**config.mk**
```make
export PLATFORM = sky130hd
export DESIGN_NAME = qcore_top
export DESIGN_NICKNAME = d
export VERILOG_FILES = /design/src/rtl/qcore_pkg.sv /design/src/rtl/qcore_decode.sv /design/src/rtl/qcore_regfile.sv /design/src/rtl/qcore_alu.sv /design/src/rtl/qcore_top.sv
export SDC_FILE = /design/constraint.sdc
export NUM_CORES = 1
export LEC_CHECK = 0
export CAP_MARGIN = 0
export CORE_MARGIN = 2
export CORE_UTILIZATION = 35
export DETAILED_ROUTE_END_ITERATION = 12
export PLACE_DENSITY_LB_ADDON = 0.15
export SYNTH_ARGS = -nofsm -noshare
export SYNTH_HDL_FRONTEND = slang
export SYNTH_SLANG_ARGS = --single-unit
```
**constraint.sdc**
```tcl
create_clock -name clk -period 11.2 [get_ports clk]
set_clock_uncertainty 0.2 [all_clocks]
set_input_delay 2.8 -clock clk [delete_from_list [all_inputs] [get_ports clk]]
set_output_delay 2.8 -clock clk [all_outputs]
set_load 0.02 [all_outputs]
```
**src/rtl/qcore_pkg.sv**
```systemverilog
package qcore_pkg;
  localparam int XLEN   = 32;
  localparam int NREG   = 32;
  localparam int RIDX_W = $clog2(NREG);
  localparam int IMM_W  = 16;

  localparam logic [5:0] OPC_REG   = 6'd0;
  localparam logic [5:0] OPC_LOAD  = 6'd35;
  localparam logic [5:0] OPC_STORE = 6'd43;
  localparam logic [5:0] FN_ADD    = 6'd32;
  localparam logic [5:0] FN_SUB    = 6'd34;

  typedef enum logic [1:0] {
    K_NOP   = 2'd0,
    K_ARITH = 2'd1,
    K_LOAD  = 2'd2,
    K_STORE = 2'd3
  } kind_t;

  typedef struct packed {
    kind_t             kind;
    logic              do_sub;
    logic [RIDX_W-1:0] src_a;
    logic [RIDX_W-1:0] src_b;
    logic [RIDX_W-1:0] dst;
    logic [XLEN-1:0]   offset;
  } ctrl_t;
endpackage

```
**src/rtl/qcore_decode.sv**
```systemverilog
module qcore_decode
  import qcore_pkg::*;
(
  input  logic [31:0] instr,
  output ctrl_t       ctrl
);
  logic [5:0] opc;
  logic [5:0] fn;
  logic [4:0] sh;

  assign opc = instr[31:26];
  assign fn  = instr[5:0];
  assign sh  = instr[10:6];

  always_comb begin
    ctrl.src_a  = instr[25:21];
    ctrl.src_b  = instr[20:16];
    ctrl.dst    = instr[20:16];
    ctrl.do_sub = 1'b0;
    ctrl.kind   = K_NOP;
    ctrl.offset = {{(XLEN-IMM_W){instr[IMM_W-1]}}, instr[IMM_W-1:0]};
    if (opc == OPC_REG && sh == 5'd0 && (fn == FN_ADD || fn == FN_SUB)) begin
      ctrl.kind   = K_ARITH;
      ctrl.dst    = instr[15:11];
      ctrl.do_sub = (fn == FN_SUB);
    end else if (opc == OPC_LOAD) begin
      ctrl.kind = K_LOAD;
    end else if (opc == OPC_STORE) begin
      ctrl.kind = K_STORE;
    end
  end
endmodule

```
**src/rtl/qcore_regfile.sv**
```systemverilog
module qcore_regfile #(
  parameter int DEPTH = 32,
  parameter int WIDTH = 32,
  localparam int AW   = $clog2(DEPTH)
) (
  input  logic             clk,
  input  logic             we,
  input  logic [AW-1:0]    waddr,
  input  logic [WIDTH-1:0] wdata,
  input  logic [AW-1:0]    raddr_a,
  input  logic [AW-1:0]    raddr_b,
  output logic [WIDTH-1:0] rdata_a,
  output logic [WIDTH-1:0] rdata_b
);
  logic [WIDTH-1:0] cells [DEPTH];

  always_ff @(posedge clk) begin
    if (we && waddr != '0) cells[waddr] <= wdata;
  end

  assign rdata_a = (raddr_a == '0) ? '0 : cells[raddr_a];
  assign rdata_b = (raddr_b == '0) ? '0 : cells[raddr_b];
endmodule

```
**src/rtl/qcore_alu.sv**
```systemverilog
module qcore_alu #(
  parameter int WIDTH = 32
) (
  input  logic [WIDTH-1:0] a,
  input  logic [WIDTH-1:0] b,
  input  logic             sub,
  output logic [WIDTH-1:0] y
);
  assign y = sub ? (a - b) : (a + b);
endmodule

```
**src/rtl/qcore_top.sv**
```systemverilog
module qcore_top
  import qcore_pkg::*;
(
  input  logic            clk,
  input  logic            rst,
  output logic [XLEN-3:0] imem_addr,
  input  logic [31:0]     imem_data,
  output logic [XLEN-1:0] dmem_addr,
  output logic [XLEN-1:0] dmem_wdata,
  output logic            dmem_we,
  input  logic [XLEN-1:0] dmem_rdata,
  output logic            align_fault
);
  logic [XLEN-3:0] pc_word;
  ctrl_t           ctrl;
  logic [XLEN-1:0] val_a, val_b, alu_y, agen, wb_data;
  logic            mem_op, off_word, rf_we;

  always_ff @(posedge clk) begin
    if (rst) pc_word <= '0;
    else     pc_word <= pc_word + 1'b1;
  end
  assign imem_addr = pc_word;

  qcore_decode u_dec (.instr(imem_data), .ctrl(ctrl));

  qcore_regfile #(.DEPTH(NREG), .WIDTH(XLEN)) u_rf (
    .clk(clk), .we(rf_we), .waddr(ctrl.dst), .wdata(wb_data),
    .raddr_a(ctrl.src_a), .raddr_b(ctrl.src_b),
    .rdata_a(val_a), .rdata_b(val_b)
  );

  qcore_alu #(.WIDTH(XLEN)) u_alu (
    .a(val_a), .b(val_b), .sub(ctrl.do_sub), .y(alu_y)
  );

  assign agen     = val_a + ctrl.offset;
  assign mem_op   = (ctrl.kind == K_LOAD) || (ctrl.kind == K_STORE);
  assign off_word = |agen[1:0];

  assign align_fault = mem_op && off_word && !rst;
  assign dmem_addr   = agen;
  assign dmem_wdata  = val_b;
  assign dmem_we     = (ctrl.kind == K_STORE) && !off_word && !rst;

  assign wb_data = (ctrl.kind == K_LOAD) ? dmem_rdata : alu_y;
  assign rf_we   = !rst && ((ctrl.kind == K_ARITH) ||
                            (ctrl.kind == K_LOAD && !off_word));
endmodule

```
### Word level (Yosys, flattened, before mapping)

Memories as Yosys holds them, arrays and structs flattened.
Cells that the tools add are included.

| storage, ports and cells | value |
|---|---|
| bits in registers | 30 |
| bits in writable memories | 1024 |
| output and inout bits | 96 |
| word-level logic and storage cells | 44 |
| memories | 1 |

Memory list:

| name | depth | width | read ports | clocked after Yosys merged registers in | write ports | line | RTL |
|---|---|---|---|---|---|---|---|
| u_rf.cells | 32 | 32 | 2 | 0 | 1 | qcore_regfile.sv:15 | `logic [WIDTH-1:0] cells [DEPTH];` |

| cells by class | value |
|---|---|
| $add $sub $neg | 4 |
| eq/ne operators | 7 |
| multiplexer cells | 11 |
| reductions and logical operators | 20 |

Operator list:

| operator | number |
|---|---|
| $mux 32 | 4 |
| $add 32x32->32 | 2 |
| $sub 32x32->32 | 1 |
| $add 30x1->30 const B | 1 |
| $eq 6x6->1 const B | 4 |
| $logic_not 5->1 | 3 |
| $logic_and 1x1->1 | 9 |
| $logic_not 6->1 | 1 |
| $mux 2 | 3 |
| $mux 5 | 1 |
| $reduce_bool 5->1 | 1 |
| $eq 2x2->1 const B | 2 |
| $logic_or 1x1->1 | 3 |
| $mux 1 | 3 |
| $eq 2x1->1 const B | 1 |
| $logic_not 1->1 | 2 |
| $reduce_or 2->1 | 1 |

### Depth between registers and ports, before layout

| depth | value |
|---|---|
| word-level depth | 11 |
| gate-level depth with buffers | 29 |
| depth with buffers taken out | 22 |

### Modules after synthesis

Synthesis repeated with hierarchy kept, for this count alone.

| second synthesis, totals | value |
|---|---|
| cells, all modules | 3390 |
| area, all modules | 54041.8 um2 |

By module, submodules not included:

| module | instances | cells each | area an instance (um2) | seq. area each (um2) |
|---|---|---|---|---|
| qcore_regfile | 1 | 2564 | 47929.7 | 30749.5 |
| qcore_top | 1 | 419 | 3289.4 | 600.6 |
| qcore_alu | 1 | 350 | 2349.8 | 0.0 |
| qcore_decode | 1 | 57 | 473.0 | 0.0 |

### Worst setup path before layout

Ideal clock, no wire load.

| timing | value |
|---|---|
| path kind | input to output |
| start point | in imem_data[21] |
| end point | out dmem_addr[30] |
| data arrival time | 7.977 ns |
| required time | 8.200 ns |
| path slack | 0.223 ns |
| stages | 21 |
| cell sequence | clkbuf_1 > buf_2 > buf_2 > buf_2 > buf_1 > mux4_2 > mux2_2 > a21oi_1 > nor3_1 > ha_1 > clkbuf_1 > a21o_1 > a21o_1 > a21oi_1 > nor2_1 > or4_1 > a41oi_1 > nor2_1 > a21oi_1 > a31oi_1 > o211ai_1 |

| on the way | value |
|---|---|
| cells in the longest elaborated chain, start to end | 3 |
| elaborated cells between the ends (all ways) | 4 |
| those cells by class | add/sub: 1; mux: 1; reduce/logical: 1; memory: 1 |

RTL lines:

| item | line | RTL |
|---|---|---|
| start: declaration | qcore_top.sv:7 | `input logic [31:0] imem_data,` |
| $mem_v2 32x32 / $logic_not 5->1 (equally long branches) | - |  |
| $mux 32 (*) | qcore_regfile.sv:21 | `assign rdata_a = (raddr_a == '0) ? '0 : cells[raddr_a];` |
| $add 32x32->32 (*) | qcore_top.sv:37 | `assign agen = val_a + ctrl.offset;` |
| end: declaration | qcore_top.sv:8 | `output logic [XLEN-1:0] dmem_addr,` |

Every way passes the cells marked *; elsewhere a longest branch is shown, timed or not.

### Worst setup path in the final report

| timing | value |
|---|---|
| start point | in imem_data[22] |
| end point | out dmem_addr[31] |

Same word-level chain as after synthesis.

==> results.txt <==
----------------------------------------------------
[Outcome]
  Outcome ... finished, final reports clean

[Synthesis]
  Post-synthesis mux area share ... 23.4%
  XOR/XNOR share of the synthesized area ... 1.79%
  Primary FF master, synth ... sky130_fd_sc_hd__edfxtp_1
  Synthesized-area fraction occupied by adder cells ... 1.59%
  Compound-Gate Fraction of Synth Area ... 6.92%
  Sequential element share of the synthesized area ... 59.3%
  Asr flop ratio synth ... 0%
  Number of synthesized register bits ... 1,054
  Library cells used by synthesis ... 88
  Count of synthesis-stage warnings from yosys ... 0
  Count of mapped cells out of synthesis ... 3,144
  Count of flip-flops with a built-in enable after synthesis ... 1,024
  Mean area per synthesized cell ... 16.8 sq um
  Dominant combinational cell family by area after synthesis ... multiplexers
  Post-Synth Simple-Gate Area ... 4.44%
  Mapped Area ... 52,900 sq um

[Worst hold path]
  Kind of path behind the tightest hold check ... reg2reg

[Global routing]
  Wire length of the first global-routing pass ... 273,000 microns
  Pin count of the biggest net entering global routing ... 79
  Global-route congestion overflow total ... 0
  Number of global-route vias before repair ... 34,700
  Total Routing Usage GR ... 25.3%
  Number of antenna violations at the first check in global routing ... 7

[Clock network]
  TritonCTS clock tree ... done
  Clock latency reported for the late side of the worst-skew pair ... 0.76 ns
  Total number of clock tree sinks ... 1,054
  Clk buf depth ... 3
  Deepest level of the CTS H-tree ... 3
  Library cell used as clock root buffer ... sky130_fd_sc_hd__clkbuf_16
  Reg clk slew, reported paths ... 0.06 ns
  Number of buffers inserted to repair setup after CTS ... 0
  Number of buffers added to fix hold violations after cts ... 0
  Total clock buffers created by CTS ... 111

[Floorplan]
  Row count ... 142
  Area inside the core boundary ... 150,000 sq um
  Die Span Y ... 393 microns
  Horiz. Die Dim ... 393 microns
  Total Die Area ... 154,000 sq um
  Ports ... 162
  Starting density of the core ... 35.3%

[Timing]
  Shortest clock period the worst path allows after layout ... 10.98 ns
  Relative slew slack ... 8.06%
  Final Setup Violations ... 0
  Slew Viols, Final ... 0
  Slew at the pin closest to its max-slew limit ... 1.38 ns
  Maximum frequency from static timing analysis ... 91.1 MHz
  Number of hold violations in the final report ... 0
  Setup repair after global routing missed its margin ... false
  Setup total negative slack ... 0 ns
  Fraction of the cycle the final worst path needs ... 98.1%

[Worst setup path]
  Maximum fanout along the worst path ... 16
  Required time worst endpoint ... 8.20 ns
  Cell mode on critical path ... sky130_fd_sc_hd__buf_4
  Setup crit start kind ... input port
  Ordered cell list for the critical path ... buf_8 -> or3_2 -> buf_4 -> buf_4 -> o221ai_1 -> a221oi_1 -> a211oi_1 -> ha_1 -> a21oi_1 -> o21ai_0 -> a21oi_1 -> nand2_1 -> a211oi_1 -> buf_4 -> or3_1 -> a31oi_1 -> and4_1 -> nor3_1 -> clkdlybuf4s50_1
  Slowest Stage Delay on Critical Path ... 0.85 ns
  CP Capture Type ... output pin
  Arrival @ worst endpoint ... 7.98 ns
  Type of the worst setup path ... in2out
  Cell with the largest stage delay on the worst path ... sky130_fd_sc_hd__a211oi_1

[Finish]
  Relative area change from synthesis to final layout ... 17.2%
  Fraction of layout cells with a size suffix above 1 ... 28.0%
  Net count reported at finish ... 3,606
  Post-layout instance count excluding filler cells ... 5,588
  Layout Utilization ... 41.3%

[Placement]
  Cell total after placement ... 5,376
  Count of input and output buffers ... 161
  Placer congestion estimate ... 0.912
  Placed wire-length estimate after detailed placement ... 124,000 microns

[Power and ir drop]
  Max rail drop VDD ... 0.126 mV
  Leakage component of the power ... 20.5 nW
  Pwr per Cell Area ... 174 nW/um^2

[Routing]
  Number of DRC violations after detailed routing ... 0
  Post-DRT Antenna Nets ... 0
  Pre-Repair DR Iteration Count ... 7
  Vias after detailed routing ... 34,500
  DR iter-0 viols ... 4,404
  Routed len/inst ... 35.3 microns
  Detailed-route wire length ... 198,000 microns
  Via-per-instance ratio ... 6.18

[Flow run]
  Count of max-cap constraint violations ... 0

----------------------------------------------------
==> cells by family (layout without fill, tap and decap cells) <==
kind of cell | count (synthesis) | after routing
AO/OA/AOI/OAI | 521 | 521
XOR/XNOR | 108 | 108
adder cells (fa/ha/maj) | 66 | 66
buffers and inverters | 263 | 659
flip-flops | 1054 | 1054
multiplexers | 672 | 672
other | 1 | 33
AND/OR/NAND/NOR | 459 | 459
==> what timing repair did <==
item,4_1_cts,5_1_grt
gates resized for setup,2,12
endpoints found under the setup margin,4,10
cloned,0,1
==> worst max-delay path, delay by kind of cell <==
kind	cells	cell delay, ns
buffers and inverters	5	1.42
AOI/OAI and AO/OA	8	1.99
adders and majority gates	1	0.43
and+or+nand+nor	5	1.29
==> Yosys cell counts, drive strengths merged (6+ instances only) <==
| cell type | n | area share [%] |
|---|---|---|
| a211o | 17 | 0.28 |
| o221ai | 40 | 0.66 |
| nand4 | 16 | 0.20 |
| a21o | 34 | 0.48 |
| o31ai | 11 | 0.18 |
| buf | 116 | 1.6 |
| a221oi | 29 | 0.49 |
| and3 | 10 | 0.12 |
| o211ai | 17 | 0.24 |
| nor4 | 13 | 0.21 |
| mux4 | 437 | 19 |
| a31oi | 12 | 0.14 |
| nor2b | 21 | 0.25 |
| dfxtp | 30 | 1.1 |
| clkbuf | 95 | 0.67 |
| a2111oi | 6 | 0.10 |
| nand2 | 94 | 0.67 |
| a22oi | 17 | 0.26 |
| nand3b | 8 | 0.12 |
| inv | 52 | 0.37 |
| o21ai | 49 | 0.46 |
| a21oi | 106 | 1.0 |
| o2111ai | 7 | 0.12 |
| mux2 | 74 | 1.6 |
| nand3 | 41 | 0.41 |
| xor2 | 43 | 0.71 |
| o21bai | 6 | 0.085 |
| mux2i | 161 | 3.0 |
| xnor2 | 65 | 1.1 |
| nor2 | 140 | 1.0 |
| nand2b | 26 | 0.31 |
| or3 | 25 | 0.32 |
| o22ai | 66 | 0.78 |
| a211oi | 44 | 0.63 |
| edfxtp | 1024 | 58 |
| ha | 64 | 1.5 |
| nor3 | 32 | 0.32 |
| a22o | 29 | 0.48 |
==> per-stage QoR <==
stage / cell area [sq um] / power [mW] / worst slack [ns] / hold slack [ns]
after floorplan: 53000 / 6.25 / 0.223 / 0.315
after global placement: 58400 / 7.15 / -0.263 / 0.257
after detailed placement: 58400 / 7.21 / -0.122 / 0.256
after CTS: 61900 / 10.8 / 0.0317 / 0.269
after global routing: 62000 / 11.1 / 0.0286 / 0.292
final: 62000 / 10.8 / 0.218 / 0.273
==> flip-flops by register name, summed over array words and instances, names as in the netlist <==
| name | count |
|---|---|
| u_rf.cells | 1024 |
| imem_addr | 30 |
==> cells in the final DEF (no fill, tap or decap), types with 37 or more instances in the layout <==
cell                              count
sky130_fd_sc_hd__a211oi_1            42
sky130_fd_sc_hd__a21oi_1             86
sky130_fd_sc_hd__buf_4              217
sky130_fd_sc_hd__clkbuf_16          112
sky130_fd_sc_hd__clkdlybuf4s50_1    151
sky130_fd_sc_hd__clkinv_1            37
sky130_fd_sc_hd__edfxtp_1          1024
sky130_fd_sc_hd__ha_1                64
sky130_fd_sc_hd__inv_1               50
sky130_fd_sc_hd__mux2_2              71
sky130_fd_sc_hd__mux2i_1            161
sky130_fd_sc_hd__mux4_2             421
sky130_fd_sc_hd__nand2_1             93
sky130_fd_sc_hd__nand3_1             39
sky130_fd_sc_hd__nor2_1             107
sky130_fd_sc_hd__o21ai_0             38
sky130_fd_sc_hd__o221ai_1            40
sky130_fd_sc_hd__o22ai_1             66
sky130_fd_sc_hd__xnor2_1             65
sky130_fd_sc_hd__xor2_1              43
==> layout make-up <==
cell class,count,area [sq um]
inverters,52,195
fillers,13500,88000
repair buffers,397,3690
flip-flops and latches,1054,31400
clock inverters,82,678
diodes,1,2.50
clock buffers,128,2840
multi-input cells,1858,20700
well taps,2016,2520
==> path summary, 6_finish.rpt <==
kind                                  endpoint  slack, ns  depth (start not counted)                        start
hold reg to reg        imem_addr[0]$_SDFF_PP0_       0.27                          1      imem_addr[0]$_SDFF_PP0_
setup reg to reg  u_rf.cells[12][22]$_DFFE_PP_       3.91                         18  u_rf.cells[19][7]$_DFFE_PP_
setup / recovery                 dmem_addr[31]       0.22                         19                imem_data[22]
hold / removal         imem_addr[0]$_SDFF_PP0_       0.27                          1      imem_addr[0]$_SDFF_PP0_
==> metal layers <==
layer	global-route usage (%)	share of wire, %	vias to the layer above
met2	41.0	47	1863
met4	8.05	3.2	2
li1	-	-	13800
met1	34.4	41	18600
met3	4.70	8.8	298
met5	0	0.0066	-
==> report_power, final <==
group | total [mW] | switching (mW) | internal (mW)
clock network | 3.63 | 1.64 | 1.99
logic | 2.17 | 1.47 | 0.699
registers | 4.99 | 0.0157 | 4.98
total | 10.8 | 3.12 | 7.67
No activity file was read; power rests on OpenSTA's default activity.
